`src/rtl/vend_pkg.sv`:
```
package vend_pkg;

  typedef enum logic [1:0] {
    COIN_NONE  = 2'b00,
    COIN_SMALL = 2'b01,
    COIN_LARGE = 2'b10,
    COIN_CLASH = 2'b11
  } coin_kind_e;

  // Sort the two detector pulses into one event kind.
  function automatic coin_kind_e classify_coin(input logic one, input logic two);
    coin_kind_e k;
    case ({two, one})
      2'b01:   k = COIN_SMALL;
      2'b10:   k = COIN_LARGE;
      2'b11:   k = COIN_CLASH;
      default: k = COIN_NONE;
    endcase
    return k;
  endfunction

  // Unit value of a coin event; a clash or no coin is worth nothing.
  function automatic int unsigned coin_units(input coin_kind_e k,
                                             input int unsigned small_v,
                                             input int unsigned large_v);
    int unsigned v;
    case (k)
      COIN_SMALL: v = small_v;
      COIN_LARGE: v = large_v;
      default:    v = 0;
    endcase
    return v;
  endfunction

  // Payment complete once the total meets the price.
  function automatic logic reaches_price(input int unsigned total,
                                         input int unsigned price);
    return total >= price;
  endfunction

  // Overpayment owed back to the customer.
  function automatic logic owes_change(input int unsigned total,
                                       input int unsigned price);
    return total > price;
  endfunction

endpackage

```
`src/rtl/vend_coin_decode.sv`:
```
module vend_coin_decode
  import vend_pkg::*;
#(
  parameter int unsigned SMALL_UNITS = 1,
  parameter int unsigned LARGE_UNITS = 2,
  parameter int unsigned AMT_W       = 2
) (
  input  logic             coin_one,
  input  logic             coin_two,
  output coin_kind_e       kind,
  output logic             coin_seen,
  output logic [AMT_W-1:0] amt
);

  always_comb begin
    kind      = classify_coin(coin_one, coin_two);
    coin_seen = (kind == COIN_SMALL) || (kind == COIN_LARGE);
    amt       = AMT_W'(coin_units(kind, SMALL_UNITS, LARGE_UNITS));
  end

endmodule

```
`src/rtl/vend_step.sv`:
```
module vend_step
  import vend_pkg::*;
#(
  parameter int unsigned PRICE   = 3,
  parameter int unsigned MAX_DEP = 4,
  parameter int unsigned CRED_W  = 3,
  parameter int unsigned AMT_W   = 2
) (
  input  logic [CRED_W-1:0] credit_q,
  input  logic              coin_seen,
  input  logic [AMT_W-1:0]  amt,
  output logic [CRED_W-1:0] credit_d,
  output logic              sale,
  output logic              refund,
  output logic              paid_st
);

  int unsigned cr;
  int unsigned total;
  logic        bad_code;

  always_comb begin
    cr       = 32'(credit_q);
    total    = cr + 32'(amt);
    bad_code = cr > MAX_DEP;
    paid_st  = !bad_code && reaches_price(cr, PRICE);
    credit_d = credit_q;
    sale     = 1'b0;
    refund   = 1'b0;
    if (bad_code || paid_st) begin
      // paid states and unused codes drain back to idle
      credit_d = '0;
    end else if (coin_seen) begin
      credit_d = CRED_W'(total);
      sale     = reaches_price(total, PRICE);
      refund   = owes_change(total, PRICE);
    end
  end

endmodule

```
`src/rtl/vend_credit_reg.sv`:
```
module vend_credit_reg #(
  parameter int unsigned CRED_W = 3
) (
  input  logic              clk,
  input  logic              rst,
  input  logic [CRED_W-1:0] credit_d,
  output logic [CRED_W-1:0] credit_q
);

  always_ff @(posedge clk) begin
    if (rst) credit_q <= '0;
    else     credit_q <= credit_d;
  end

endmodule

```
`src/rtl/coin_vend_ctrl.sv`:
```
module coin_vend_ctrl
  import vend_pkg::*;
#(
  parameter int unsigned PRICE       = 3,
  parameter int unsigned SMALL_UNITS = 1,
  parameter int unsigned LARGE_UNITS = 2
) (
  input  logic clk,
  input  logic rst,
  input  logic coin_one,
  input  logic coin_two,
  output logic release_o,
  output logic change_o
);

  localparam int unsigned MAX_DEP = PRICE - 1 + LARGE_UNITS;
  localparam int unsigned CRED_W  = $clog2(MAX_DEP + 1);
  localparam int unsigned AMT_W   = $clog2(LARGE_UNITS + 1);

  coin_kind_e        coin_kind;
  logic              coin_seen;
  logic [AMT_W-1:0]  coin_amt;
  logic [CRED_W-1:0] credit_q;
  logic [CRED_W-1:0] credit_d;
  logic              sale_ev;
  logic              refund_ev;
  logic              paid_st;

  vend_coin_decode #(
    .SMALL_UNITS(SMALL_UNITS),
    .LARGE_UNITS(LARGE_UNITS),
    .AMT_W      (AMT_W)
  ) u_decode (
    .coin_one (coin_one),
    .coin_two (coin_two),
    .kind     (coin_kind),
    .coin_seen(coin_seen),
    .amt      (coin_amt)
  );

  vend_step #(
    .PRICE  (PRICE),
    .MAX_DEP(MAX_DEP),
    .CRED_W (CRED_W),
    .AMT_W  (AMT_W)
  ) u_step (
    .credit_q (credit_q),
    .coin_seen(coin_seen),
    .amt      (coin_amt),
    .credit_d (credit_d),
    .sale     (sale_ev),
    .refund   (refund_ev),
    .paid_st  (paid_st)
  );

  vend_credit_reg #(
    .CRED_W(CRED_W)
  ) u_credit (
    .clk     (clk),
    .rst     (rst),
    .credit_d(credit_d),
    .credit_q(credit_q)
  );

  // Mealy strobes, silenced while reset is held
  assign release_o = sale_ev   && !rst;
  assign change_o  = refund_ev && !rst;

endmodule

```
`config.mk`:
```
export PLATFORM = sky130hd
export DESIGN_NAME = coin_vend_ctrl
export DESIGN_NICKNAME = d
export VERILOG_FILES = /design/src/rtl/vend_pkg.sv /design/src/rtl/vend_coin_decode.sv /design/src/rtl/vend_step.sv /design/src/rtl/vend_credit_reg.sv /design/src/rtl/coin_vend_ctrl.sv
export SDC_FILE = /design/constraint.sdc
export NUM_CORES = 1
export LEC_CHECK = 0
export ABC_AREA = 1
export BUFFER_PORTS_ARGS = -buffer_cell sky130_fd_sc_hd__buf_2
export CORE_AREA = 2 2 39 41
export DETAILED_ROUTE_END_ITERATION = 10
export DIE_AREA = 0 0 41 43
export GPL_TIMING_DRIVEN = 0
export PLACE_DENSITY = 0.37
export SLEW_MARGIN = 20
export SYNTH_ARGS = -nofsm -noshare
export SYNTH_HDL_FRONTEND = slang
export SYNTH_SLANG_ARGS = --single-unit
```
`constraint.sdc`:
```
create_clock -name clk -period 5.55 [get_ports clk]
set_input_delay 1.3875 -clock clk [delete_from_list [all_inputs] [get_ports clk]]
set_output_delay 1.3875 -clock clk [all_outputs]
set_load 0.03 [all_outputs]
```
==> metrics <==
status=completed; max-slew violations=0; diodes inserted=0; setup repair after global routing missed its margin=false; cts repair resizes=0; row cnt=14; relative slew slack=between 80% and 90%; Clock Pin Slew Worst Setup and Hold Paths=0.04 ns; post-synth top area share=26.67%; crit path DAT=2.78 ns; core area=1384 um^2; Post-synth EDFFs=0; max cap viols=0; nets@finish=48; Synth top cells by count=inv_1 (8), nand2_1 (7), dfxtp_1 (3), ha_1 (3), nor2_1 (3); vias=190; dominant combinational cell family by area after synthesis=simple AND/OR/NAND/NOR gates; Layout area overhead=31.67%; # IOs=6; placed cell area=270.3 um^2; Final Cell Area=a little under 300 um^2; post-synthesis xor/xnor area fraction=0%; endpoints failing setup=0; PwrDens=approximately 250 nW/um^2; die width=approximately 41 um; violation count after the first detailed-routing iteration=0; most frequent cell after synthesis=inv_1; syn_nets=38; WL/cell=~6.2 um; clk_skew=0.0002185 ns; area leader, netlist=dfxtp_1; CTS tree=yes; # hold bufs at CTS=0; synthesized area per cell=7.507 um^2; Crit. End Element=output pin; Post-Synth Simple-Gate Area=26.11%; gpl congestion=0.6596; crit start category=input pin; Largest Register=u_credit.credit_q; WS Path Type=in2out; antenna-violating nets left=0; P_leak=between 0.00015 and 0.0002 uW; clk buf depth=2; Netlist cell types=10; worst slew pin tran=approximately 0.22 ns; Worst EP required=4.16 ns; DRC errors left=0; H-Tree Depth=1; multiplexer area fraction after synthesis=0%; fill cell count=165; total power=74.76 uW; pre-CTS setup slack=between 1 and 1.5 ns; register area share after synthesis=approximately a quarter; main area contributors after synthesis=dfxtp_1 (27%), ha_1 (17%), inv_1 (13%); pin count of the biggest net entering global routing=4; Final Worst Setup Slack=1.385 ns; clk_lat worst skew=0.23 ns; grt ovf=0; DP HPWL=300.9 um; Register Area=60.06 um^2; WL final=341 um; Die H=43 um; total negative slack=0 ns; worst ir drop on vdd=64.49 uV; layout cells sized above 1=28.21%; max reg flops=3; leading register cell type out of synthesis=dfxtp_1; final worst-path cycle share=roughly 75%; Multi-input gate area=135.1 um^2; clock sink total=3; via/cell ratio=between 3 and 4; synthesized area=225.2 um^2; initial antenna violation count=0; minimum clock period after layout=roughly 4.2 ns; post-synthesis compound-gate area fraction=roughly 8.3%; Final Hold Viols=0; Ys Warns=0; first-pass GRT wire length=621 um; HP Class=reg2reg; largest registers=u_credit.credit_q: 3 flops; all-layer global routing usage=6.118%; synthesis-stage register bit count=3; critical path peak fanout=2; async set-reset flop share out of synthesis=0%; port buffer count=5; setup bufs post-CTS=0; fraction of the mapped netlist area in adder cells=25.56%; Root Buffer=clkbuf_4; die footprint=1763 um^2; vias in the first global route=between 150 and 200; Pre-antenna DRT Iters=1; CTS Buf Count=3; Highest Clock Rate=about 240 MHz; Initial Utilization=16.27%; Mapped Cells=30
layout by cell type, fill, tap and decap left out:
cell type,n
inv_1,8
a21oi_2,1
nand3_2,1
dfxtp_1,3
clkbuf_4,3
buf_2,5
nor2_1,3
nor2_4,1
clkbuf_1,1
fa_1,1
a21oi_1,2
nand2_1,7
ha_1,3
cell families (layout without fill, tap and decap cells):
kind of cell / count (synthesis) / after routing
adder cells (fa/ha/maj): 4 / 4
AO/OA/AOI/OAI: 3 / 3
buffers and inverters: 8 / 17
flip-flops: 3 / 3
AND/OR/NAND/NOR: 12 / 12
power breakdown:
group          total (uW)  internal, uW  switching [uW]
registers            24.1          23.1            1.00
clock network        37.8          26.9            10.8
logic                12.9          4.99            7.95
worst max-delay path, stage by stage:
cell and delay, ns:
buf_2 0.09, inv_1 0.04, ha_1 0.17, ha_1 0.17, inv_1 0.06, fa_1 0.39
inv_1 0.08, nand2_1 0.07, a21oi_2 0.12, buf_2 0.20
per-layer routing:
metal	global-route usage [%]	share of wire (%)	vias up	wire length, um
met5	0	0	-	0
met2	6.250	44	3	149
met1	6.410	50	78	171
met3	6.283	5.9	0	20
li1	-	-	109	-
met4	6.000	0	0	0
through the flow:
stage	instances	util (%)	hold slack, ns
floorplan	30	-	0.4493
global placement	51	19.53	0.4781
detailed placement	51	19.53	0.4741
CTS	55	21.43	0.4791
global route	55	21.43	0.5170
finish	55	21.43	0.4745
worst paths after layout:
check	from	endpoint	slack [ns]	cells after the start
worst max-delay path	coin_two	release_o	1.38	10
worst max register to register	u_credit.credit_q[0]$_SDFFE_PP0N_	u_credit.credit_q[1]$_SDFFE_PP0N_	4.24	6
worst min register to register	u_credit.credit_q[1]$_SDFFE_PP0N_	u_credit.credit_q[1]$_SDFFE_PP0N_	0.47	2
worst min-delay path	u_credit.credit_q[1]$_SDFFE_PP0N_	u_credit.credit_q[1]$_SDFFE_PP0N_	0.47	2
area by class of cell:
| type | instances | share of cell area [%] |
|---|---|---|
| Multi-Input combinational cell | 19 | 45.57 |
| Sequential cell | 3 | 20.25 |
| Inverter | 8 | 10.13 |
| Timing Repair Buffer | 5 | 8.439 |
| Clock buffer | 4 | 8.861 |
| Tap cell | 16 | 6.751 |
No activity file was read; power rests on OpenSTA's default activity.
